$ cat config.mk
export PLATFORM = sky130hd
export DESIGN_NAME = fld_serial_ctrl
export DESIGN_NICKNAME = d
export VERILOG_FILES = /design/src/rtl/fld_ser_pkg.sv /design/src/rtl/fld_in_filter.sv /design/src/rtl/fld_ser_frame.sv /design/src/rtl/fld_cmd_regs.sv /design/src/rtl/fld_serial_ctrl.sv
export SDC_FILE = /design/constraint.sdc
export NUM_CORES = 1
export LEC_CHECK = 0
export BUFFER_PORTS_ARGS = -buffer_cell sky130_fd_sc_hd__buf_2
export CAP_MARGIN = 5
export CORE_MARGIN = 2
export CORE_UTILIZATION = 35
export CTS_CLUSTER_SIZE = 8
export DETAILED_ROUTE_END_ITERATION = 8
export PLACE_DENSITY = 0.53
export SLEW_MARGIN = 10
export SYNTH_ARGS = -nofsm -noshare
export SYNTH_HDL_FRONTEND = slang
export SYNTH_SLANG_ARGS = --single-unit
$ cat constraint.sdc
create_clock -name clk -period 3 [get_ports clk]
set_input_delay 0.6 -clock clk [delete_from_list [all_inputs] [get_ports clk]]
set_output_delay 0.6 -clock clk [all_outputs]
set_load 0.005 [all_outputs]
$ cat src/rtl/fld_ser_pkg.sv
package fld_ser_pkg;

    typedef enum logic [1:0] {
        FR_CMD  = 2'd0,
        FR_DATA = 2'd1,
        FR_SKIP = 2'd2
    } frame_st_e;

    typedef enum logic [2:0] {
        CMD_NONE  = 3'd0,
        CMD_DISP  = 3'd1,
        CMD_STATE = 3'd2,
        CMD_DIGIT = 3'd3,
        CMD_PORT  = 3'd4
    } cmd_kind_e;

    typedef struct packed {
        logic       seg_wide;
        logic [1:0] dig_cnt;
        logic       disp_on;
        logic [1:0] duty;
        logic [3:0] dig_start;
        logic [7:0] port;
    } ctrl_regs_t;

    // Longest header first; the two-bit header only matches what is left.
    function automatic cmd_kind_e decode_header(input logic [7:0] b);
        cmd_kind_e k;
        if (b[7:5] == 3'b111)      k = CMD_DISP;
        else if (b[7:5] == 3'b110) k = CMD_STATE;
        else if (b[7:5] == 3'b100) k = CMD_PORT;
        else if (b[7:6] == 2'b10)  k = CMD_DIGIT;
        else                       k = CMD_NONE;
        return k;
    endfunction

endpackage

$ cat src/rtl/fld_in_filter.sv
module fld_in_filter #(
    parameter logic RST_VAL = 1'b0
) (
    input  logic clk,
    input  logic rst,
    input  logic tick,
    input  logic raw,
    output logic filt
);
    logic [1:0] sync_q;
    logic       smp_q;

    always_ff @(posedge clk) begin
        if (rst) begin
            sync_q <= {2{RST_VAL}};
            smp_q  <= RST_VAL;
            filt   <= RST_VAL;
        end else begin
            sync_q <= {sync_q[0], raw};
            if (tick) begin
                smp_q <= sync_q[1];
                if (sync_q[1] == smp_q)
                    filt <= sync_q[1];
            end
        end
    end


    filt_hold_chk: assert property (@(posedge clk) disable iff (rst)
        !tick |=> $stable(filt));

endmodule

$ cat src/rtl/fld_ser_frame.sv
module fld_ser_frame
    import fld_ser_pkg::*;
#(
    parameter int AD_COUNT = 6,
    parameter int ADDR_W   = 6
) (
    input  logic                  clk,
    input  logic                  rst,
    input  logic                  cs_act,
    input  logic                  sclk_f,
    input  logic                  sdi_f,
    input  logic [AD_COUNT*8-1:0] ad_bytes,
    output logic                  cmd_vld,
    output logic [7:0]            cmd_byte,
    output logic                  ram_we,
    output logic [ADDR_W-1:0]     ram_addr,
    output logic [7:0]            ram_wdata,
    output logic                  sdo,
    output logic                  sdo_en
);
    localparam int IDX_W = $clog2(AD_COUNT + 1);

    frame_st_e         st;
    logic              sclk_q;
    logic [7:0]        rx_sh;
    logic [2:0]        bit_cnt;
    logic [ADDR_W-1:0] wr_ptr;
    logic [7:0]        tx_sh;
    logic [2:0]        tx_bit;
    logic [IDX_W-1:0]  ad_idx;
    logic [7:0]        ad_next;
    logic [7:0]        rx_nxt;
    logic              rise, fall;

    assign rise   = sclk_f & ~sclk_q;
    assign fall   = ~sclk_f & sclk_q;
    assign rx_nxt = {sdi_f, rx_sh[7:1]};

    always_comb begin
        ad_next = '0;
        for (int k = 0; k < AD_COUNT; k++)
            if (ad_idx == IDX_W'(k))
                ad_next = ad_bytes[k*8 +: 8];
    end

    always_ff @(posedge clk) begin
        if (rst) begin
            st        <= FR_CMD;
            sclk_q    <= 1'b1;
            rx_sh     <= '0;
            bit_cnt   <= '0;
            wr_ptr    <= '0;
            tx_sh     <= '0;
            tx_bit    <= '0;
            ad_idx    <= '0;
            cmd_vld   <= 1'b0;
            cmd_byte  <= '0;
            ram_we    <= 1'b0;
            ram_addr  <= '0;
            ram_wdata <= '0;
            sdo       <= 1'b0;
            sdo_en    <= 1'b0;
        end else begin
            sclk_q  <= sclk_f;
            cmd_vld <= 1'b0;
            ram_we  <= 1'b0;
            sdo_en  <= cs_act;
            if (!cs_act) begin
                st      <= FR_CMD;
                bit_cnt <= '0;
                sdo     <= 1'b0;
            end else begin
                if (rise) begin
                    rx_sh   <= rx_nxt;
                    bit_cnt <= bit_cnt + 3'd1;
                    if (bit_cnt == 3'd7) begin
                        case (st)
                            FR_CMD: begin
                                cmd_vld  <= 1'b1;
                                cmd_byte <= rx_nxt;
                                if (decode_header(rx_nxt) == CMD_DISP) begin
                                    st     <= FR_DATA;
                                    wr_ptr <= '0;
                                    tx_sh  <= ad_bytes[7:0];
                                    tx_bit <= '0;
                                    ad_idx <= IDX_W'(1);
                                end else begin
                                    st <= FR_SKIP;
                                end
                            end
                            FR_DATA: begin
                                ram_we    <= 1'b1;
                                ram_addr  <= wr_ptr;
                                ram_wdata <= rx_nxt;
                                wr_ptr    <= wr_ptr + ADDR_W'(1);
                            end
                            default: ;
                        endcase
                    end
                end
                if (fall && st == FR_DATA) begin
                    sdo    <= tx_sh[tx_bit];
                    tx_bit <= tx_bit + 3'd1;
                    if (tx_bit == 3'd7) begin
                        tx_sh <= ad_next;
                        if (ad_idx != IDX_W'(AD_COUNT))
                            ad_idx <= ad_idx + IDX_W'(1);
                    end
                end
            end
        end
    end


    sdo_off_chk: assert property (@(posedge clk) disable iff (rst)
        !cs_act |=> !sdo_en);


    frame_clear_chk: assert property (@(posedge clk) disable iff (rst)
        !cs_act |=> (bit_cnt == 3'd0 && st == FR_CMD && !sdo));


    skip_quiet_chk: assert property (@(posedge clk) disable iff (rst)
        (st == FR_SKIP) |=> (!cmd_vld && !ram_we));


    write_in_burst_chk: assert property (@(posedge clk) disable iff (rst)
        ram_we |-> $past(st) == FR_DATA);

endmodule

$ cat src/rtl/fld_cmd_regs.sv
module fld_cmd_regs
    import fld_ser_pkg::*;
(
    input  logic       clk,
    input  logic       rst,
    input  logic       cmd_vld,
    input  logic [7:0] cmd_byte,
    output ctrl_regs_t regs
);
    cmd_kind_e kind;
    assign kind = decode_header(cmd_byte);

    always_ff @(posedge clk) begin
        if (rst) begin
            regs <= '0;
        end else if (cmd_vld) begin
            case (kind)
                CMD_DISP: begin
                    regs.seg_wide <= cmd_byte[0];
                    regs.dig_cnt  <= cmd_byte[2:1];
                end
                CMD_STATE: begin
                    regs.disp_on <= cmd_byte[0];
                    regs.duty    <= cmd_byte[2:1];
                end
                CMD_DIGIT: regs.dig_start <= cmd_byte[3:0];
                CMD_PORT: begin
                    if (cmd_byte[4]) regs.port[7:4] <= cmd_byte[3:0];
                    else             regs.port[3:0] <= cmd_byte[3:0];
                end
                default: ;
            endcase
        end
    end


    port_half_keep_chk: assert property (@(posedge clk) disable iff (rst)
        (cmd_vld && kind == CMD_PORT && !cmd_byte[4]) |=> regs.port[7:4] == $past(regs.port[7:4]));


    unknown_cmd_chk: assert property (@(posedge clk) disable iff (rst)
        (cmd_vld && kind == CMD_NONE) |=> regs == $past(regs));

endmodule

$ cat src/rtl/fld_serial_ctrl.sv
module fld_serial_ctrl
    import fld_ser_pkg::*;
#(
    parameter int SAMPLE_DIV = 2,
    parameter int AD_COUNT   = 6,
    parameter int ADDR_W     = 6
) (
    input  logic                  clk,
    input  logic                  rst,
    input  logic                  cs_n,
    input  logic                  sclk,
    input  logic                  sdi,
    input  logic [AD_COUNT*8-1:0] ad_bytes,
    output logic                  sdo,
    output logic                  sdo_en,
    output logic                  seg_wide,
    output logic [1:0]            dig_cnt,
    output logic                  disp_on,
    output logic [1:0]            duty,
    output logic [3:0]            dig_start,
    output logic [7:0]            port_out,
    output logic                  ram_we,
    output logic [ADDR_W-1:0]     ram_addr,
    output logic [7:0]            ram_wdata
);
    localparam int DIV_W = (SAMPLE_DIV > 2) ? $clog2(SAMPLE_DIV) : 1;

    logic [DIV_W-1:0] div_q;
    logic             tick;
    logic [1:0]       cs_sync;
    logic             cs_act;
    logic             sclk_f, sdi_f;
    logic             cmd_vld;
    logic [7:0]       cmd_byte;
    ctrl_regs_t       regs;

    assign tick   = (div_q == '0);
    assign cs_act = ~cs_sync[1];

    always_ff @(posedge clk) begin
        if (rst) begin
            div_q   <= '0;
            cs_sync <= 2'b11;
        end else begin
            div_q   <= (div_q == DIV_W'(SAMPLE_DIV - 1)) ? '0 : div_q + DIV_W'(1);
            cs_sync <= {cs_sync[0], cs_n};
        end
    end

    fld_in_filter #(.RST_VAL(1'b1)) u_flt_sclk (
        .clk(clk), .rst(rst), .tick(tick), .raw(sclk), .filt(sclk_f));

    fld_in_filter #(.RST_VAL(1'b0)) u_flt_sdi (
        .clk(clk), .rst(rst), .tick(tick), .raw(sdi), .filt(sdi_f));

    fld_ser_frame #(.AD_COUNT(AD_COUNT), .ADDR_W(ADDR_W)) u_frame (
        .clk(clk), .rst(rst), .cs_act(cs_act), .sclk_f(sclk_f), .sdi_f(sdi_f),
        .ad_bytes(ad_bytes), .cmd_vld(cmd_vld), .cmd_byte(cmd_byte),
        .ram_we(ram_we), .ram_addr(ram_addr), .ram_wdata(ram_wdata),
        .sdo(sdo), .sdo_en(sdo_en));

    fld_cmd_regs u_regs (
        .clk(clk), .rst(rst), .cmd_vld(cmd_vld), .cmd_byte(cmd_byte), .regs(regs));

    assign seg_wide  = regs.seg_wide;
    assign dig_cnt   = regs.dig_cnt;
    assign disp_on   = regs.disp_on;
    assign duty      = regs.duty;
    assign dig_start = regs.dig_start;
    assign port_out  = regs.port;

endmodule

## Word-level counts from Yosys, hierarchy flattened

Index checks and enable logic that the tools add are counted.

- Register bits: 89

- Reduce and logical (&&, ||, !) cells: 24
- Bitwise logic cells: 9
- Multiplexer cells: 44
- $lt $le $gt $ge: 1
- Add/sub/neg operators: 5
- Eq/ne operators: 25

Operators by type and width:

| cell | number |
|---|---|
| 2-to-1 mux 8 bit | 12 |
| 2-to-1 mux 3 bit | 23 |
| equality test 3 bit, second input constant | 11 |
| equality test 3 x 2 -> 1 bit, second input constant | 4 |
| case mux 6 bit (2 select lines) | 1 |
| AND reduction 2 bit | 6 |
| AND reduction 5 bit | 2 |
| nonzero test 2 bit | 5 |
| adder 3 x 1 -> 3 bit, second input constant | 3 |
| equality test 3 x 1 -> 1 bit, second input constant | 3 |
| AND reduction 3 bit | 3 |
| AND reduction 4 bit | 2 |
| NOT 1 bit | 7 |
| adder 6 x 1 -> 6 bit, second input constant | 1 |
| 2-to-1 mux 2 bit | 3 |
| 2-to-1 mux 6 bit | 1 |
| equality test 2 bit, second input constant | 2 |
| less-than comparator 3 x 4 -> 1 bit, second input constant | 1 |
| OR reduction 2 bit | 2 |
| OR reduction 4 bit | 1 |
| binary-select mux 1 bit (select 3 bit) | 1 |
| zero test 3 bit | 1 |
| 2-to-1 mux 1 bit | 3 |
| != test 3 bit, second input constant | 1 |
| 7 further kinds | 9 |

## Depth between registers and ports, before layout

- Depth after elaboration: 18
- Depth in mapped cells: 8
- Gate-level depth less buffers: 6

## Hierarchy

Synthesis repeated with hierarchy kept, for this count alone.

- Cell total of the unflattened synthesis: 478
- Area, all modules: 4097.7 um^2

Modules (own cells, without submodules):

| module | area each (um^2) | cells each | instances |
|---|---|---|---|
| fld_ser_frame | 3024.2 | 378 | 1 |
| fld_cmd_regs | 706.9 | 67 | 1 |
| fld_in_filter (u_flt_sdi) | 151.4 | 13 | 1 |
| fld_in_filter (u_flt_sclk) | 131.4 | 12 | 1 |
| fld_serial_ctrl | 83.8 | 8 | 1 |

## Worst setup path before layout

Ideal clock, no wire load.

- Path kind: flip-flop to flip-flop
- Start: register u_frame.bit_cnt[0]
- End: register u_frame.wr_ptr[5]
- Clock period less this slack: 2087 ps
- Required time: 2921 ps
- Library setup time: 79 ps
- Path slack: 913 ps
- Cell stages (with the launch flop): 7
- Arrival: 2007 ps
- Cells stage by stage: dfxtp_1 > ha_1 > ha_1 > or3b_4 > or3_4 > or3_1 > a211oi_2

- Word-level cells in the longest chain between the ends: 2

Ends and longest elaborated chain:

| element | line | RTL |
|---|---|---|
| start, declared | fld_ser_frame.sv:26 | `logic [2:0] bit_cnt;` |
| start signal, assigned | fld_ser_frame.sv:75 | `bit_cnt <= bit_cnt + 3'd1;` |
| equality test 3 bit | fld_ser_frame.sv:76 | `if (bit_cnt == 3'd7) begin` |
| AND reduction 5 bit (no line) | n/a |  |
| end signal, assigned | fld_ser_frame.sv:95 | `wr_ptr <= wr_ptr + ADDR_W'(1);` |
| end, declared | fld_ser_frame.sv:27 | `logic [ADDR_W-1:0] wr_ptr;` |

No other way between the ends.
A chain may end at the register's enable or synchronous reset.

## Final worst setup path

Ends and elaborated chain as after synthesis.

==> impl_metrics.yaml <==
run_status:
  status: "completed"
global_routing:
  grt_pass1_vias: 3520
  grt_pass1_wl_um: 16940
  grt_overflow: 0
  grt_use_total: 0.1615
  antenna_found_initial: 0
  grt_max_degree: 39
clocking:
  post_cts_resized: 0
  clk_latency_ns: 0.34
  post_cts_buffers: 0
  cts_tree: "built"
  cts-root-buf: "clkbuf_16"
  h-tree-depth: 3
  clkTransAtPathRegs_ns: 0.06
  ctsHoldBuffers: 0
  cts_buffers: 9
  clock-sinks: 88
  cts_max_path_buffers: 2
placed_design:
  numPortBuffers: 87
  post_dp_cell_area_mm2: 0.004712
  dpl.hpwl_um: 7439
  gp_congestion: 0.8038
synth:
  synth-edff-count: 0
  synth_area_leader_cell: "dfxtp_1"
  ys.flop_type: "dfxtp_1"
  async_flop_share: 0
  yosysTopAreaCellShare: 0.4207
  ys_seq_area_frac: 0.4207
  syn-cell-area_mm2: 0.004188
  synth-seq-cells: 88
  netlist-cell-type-count: 51
  yosys_warnings: 0
  syn_area_per_cell_um2: 8.342
  synth_nets: 565
  ys_top_cells_by_area: "dfxtp_1, nand2_1, mux2i_1, nor2_1, a21oi_1"
  syn_inst: 502
timing:
  hold_violations: 0
  finalSetupViolations: 0
  maxSlewViolCount: 0
  fmax_mhz: 446.2
  rsz0062_at_grt: "false"
  timing.setup.tns_ns: 0
  slew_headroom: 0.2758
  timing.hold.ws_ns: 0.4082
  skew_ns: 0.008443
  finalCritPeriodShare: 0.7471
  period_needed_ns: 2.241
  worstMarginPinSlew_ns: 1.076
detailed_routing:
  ant_nets: 0
  avgRoutedWirePerCell_um: 14.24
  via_count: 3811
  drt-pass1-iter-count: 4
  drt_iter0_markers: 214
  via_per_inst: 5.293
  drc: 0
  wl_um: 10260
power:
  p_comb_frac: 0.051
  clkPwrFrac: 0.487
  p_sw_uw: 542.9
  switching_share: 0.2081
  p_int_mw: 2.066
  powerDensity_mw_per_mm2: 515.9
  pwr-share-seq: 0.462
  vdd.ir_drop.worst_mv: 0.4580
  leakage_nw: 2.129
critical_path:
  cp.required_ns: 3.25
  critPathMaxFanout: 6
  worstPathArrival_ns: 2.49
  end_kind: "register"
  path_class: "reg2reg"
  critPathLaunchType: "register"
cells_and_area:
  antenna_cells: 0
  utilization: 0.4373
  nNetsFinal: 635
  fillers: 1180
  drive_above_1_share: 0.2218
  area_delta_synth_final_pct: 20.76
  final_area_mm2: 0.005057
floorplan:
  io_pins: 88
  die_area_mm2: 0.01286
  num_rows: 39
  die_w_um: 113.4
  start_util: 0.3621
  die_h_um: 113.4
  core_mm2: 0.01156
flow_run:
  maxCapViolations: 0
worst_hold_path:
  min_path_type: "reg2reg"
## cells in the final DEF, fill, tap and decap left out, types with 2 or more instances in the layout
| master | instances |
|---|---|
| nand2b_1 | 2 |
| a22oi_1 | 9 |
| buf_2 | 87 |
| mux2_2 | 6 |
| or3_1 | 3 |
| nor4_1 | 3 |
| nand4_1 | 2 |
| clkbuf_16 | 9 |
| and3_1 | 2 |
| inv_1 | 20 |
| a31oi_1 | 3 |
| nand2_1 | 92 |
| mux2i_1 | 30 |
| a221oi_1 | 16 |
| clkinv_4 | 2 |
| o21a_1 | 2 |
| or4b_1 | 2 |
| nor2b_1 | 7 |
| xnor2_1 | 4 |
| o21ai_0 | 30 |
| bufinv_16 | 3 |
| nand3_1 | 10 |
| nor2_1 | 45 |
| o311ai_0 | 2 |
| mux4_2 | 2 |
| a32oi_1 | 8 |
| a21oi_1 | 31 |
| or2_2 | 5 |
| nand4b_1 | 2 |
| o2111ai_1 | 8 |
| buf_4 | 6 |
| nor3_1 | 4 |
| o2bb2a_1 | 2 |
| dfxtp_1 | 88 |
| ha_1 | 10 |
## synth_stat cells (2+ instances only)
library cell  number
nand2_1           92
dfxtp_1           88
nor2_1            45
a21oi_1           31
mux2i_1           30
o21ai_0           30
clkbuf_1          29
inv_1             20
a221oi_1          16
ha_1              10
nand3_1           10
a22oi_1            9
a32oi_1            8
o2111ai_1          8
nor2b_1            7
mux2_2             6
or2_2              5
buf_1              4
nor3_1             4
xnor2_1            4
a31oi_1            3
nor4_1             3
or3_1              3
and3_1             2
mux4_2             2
nand2b_1           2
nand4_1            2
nand4b_1           2
o21a_1             2
o2bb2a_1           2
o311ai_0           2
or4b_1             2
## critical path, cell delays in order (launching register included)
cell and delay, ns:
dfxtp_1 0.35, ha_1 0.17, ha_1 0.21, or3b_4 0.43
or3_4 0.40, or3_1 0.38, a211oi_2 0.22
## per-stage QoR
stage,worst slack [ns],power [mW],cells
6_report,0.7586,2.609,720
5_1_grt,0.4958,2.712,720
3_5_place_dp,0.7660,1.365,704
2_1_floorplan,0.9132,1.304,502
4_1_cts,0.7619,2.645,720
3_3_place_gp,0.8510,1.361,704
## sequential cells by signal (all words and copies together), names as in the netlist, 2 cells and up
| name | cells |
|---|---|
| u_frame.tx_sh | 8 |
| cs_sync | 2 |
| u_frame.bit_cnt | 3 |
| u_frame.st | 2 |
| u_frame.ram_wdata | 8 |
| u_flt_sdi.sync_q | 2 |
| u_flt_sclk.sync_q | 2 |
| u_frame.ad_idx | 3 |
| u_regs.regs | 18 |
| u_frame.cmd_byte | 8 |
| u_frame.tx_bit | 3 |
| u_frame.wr_ptr | 6 |
| u_frame.rx_sh | 7 |
| u_frame.ram_addr | 6 |
## path summary, 6_finish.rpt
kind	from	end	slack, ns	cells after the start
worst max-delay path	u_frame.bit_cnt[0]	u_frame.wr_ptr[5]	0.76	6
worst min register to register	u_flt_sclk.sync_q[0]	u_flt_sclk.sync_q[1]	0.41	1
worst max register to register	u_frame.bit_cnt[0]	u_frame.wr_ptr[5]	0.76	6
worst min-delay path	u_flt_sclk.sync_q[0]	u_flt_sclk.sync_q[1]	0.41	1
## cell type report
cell class | count | area (µm²) | area share
multi-input combinational | 358 | 2208 | 0.4367
sequential | 88 | 1762 | 0.3483
timing repair buffer | 93 | 480.5 | 0.09500
clock buffer | 9 | 225.2 | 0.04453
tap | 143 | 178.9 | 0.03538
clock inverter | 7 | 120.1 | 0.02375
inverter | 22 | 82.58 | 0.01633
## cells by family (layout without fill, tap and decap cells)
kind of cell / Yosys count / after routing / share of synthesized area
AND/OR/NAND/NOR: 190 / 190 / 0.2080
flip-flops: 88 / 88 / 0.4207
buffers and inverters: 56 / 131 / 0.05198
multiplexers: 38 / 38 / 0.09859
adder cells (fa/ha/maj): 10 / 10 / 0.02988
XOR/XNOR: 4 / 4 / 0.008365
AO/OA/AOI/OAI: 116 / 116 / 0.1826
## power groups by stage
stage	combinational, mW	clock (mW)	sequential [mW]
detailed placement	0.134	0	1.23
global route	0.153	1.35	1.21
global placement	0.131	0	1.23
finish	0.134	1.27	1.21
floorplan	0.0804	0	1.22
CTS	0.135	1.31	1.20
## per-layer routing
layer	track usage	up-vias	share of wire
met4	0.04390	0	0.010
li1	-	1907	-
met3	0.04038	10	0.045
met2	0.2651	77	0.48
met5	0	-	0
met1	0.2127	1817	0.47
No activity file was read; power rests on OpenSTA's default activity.
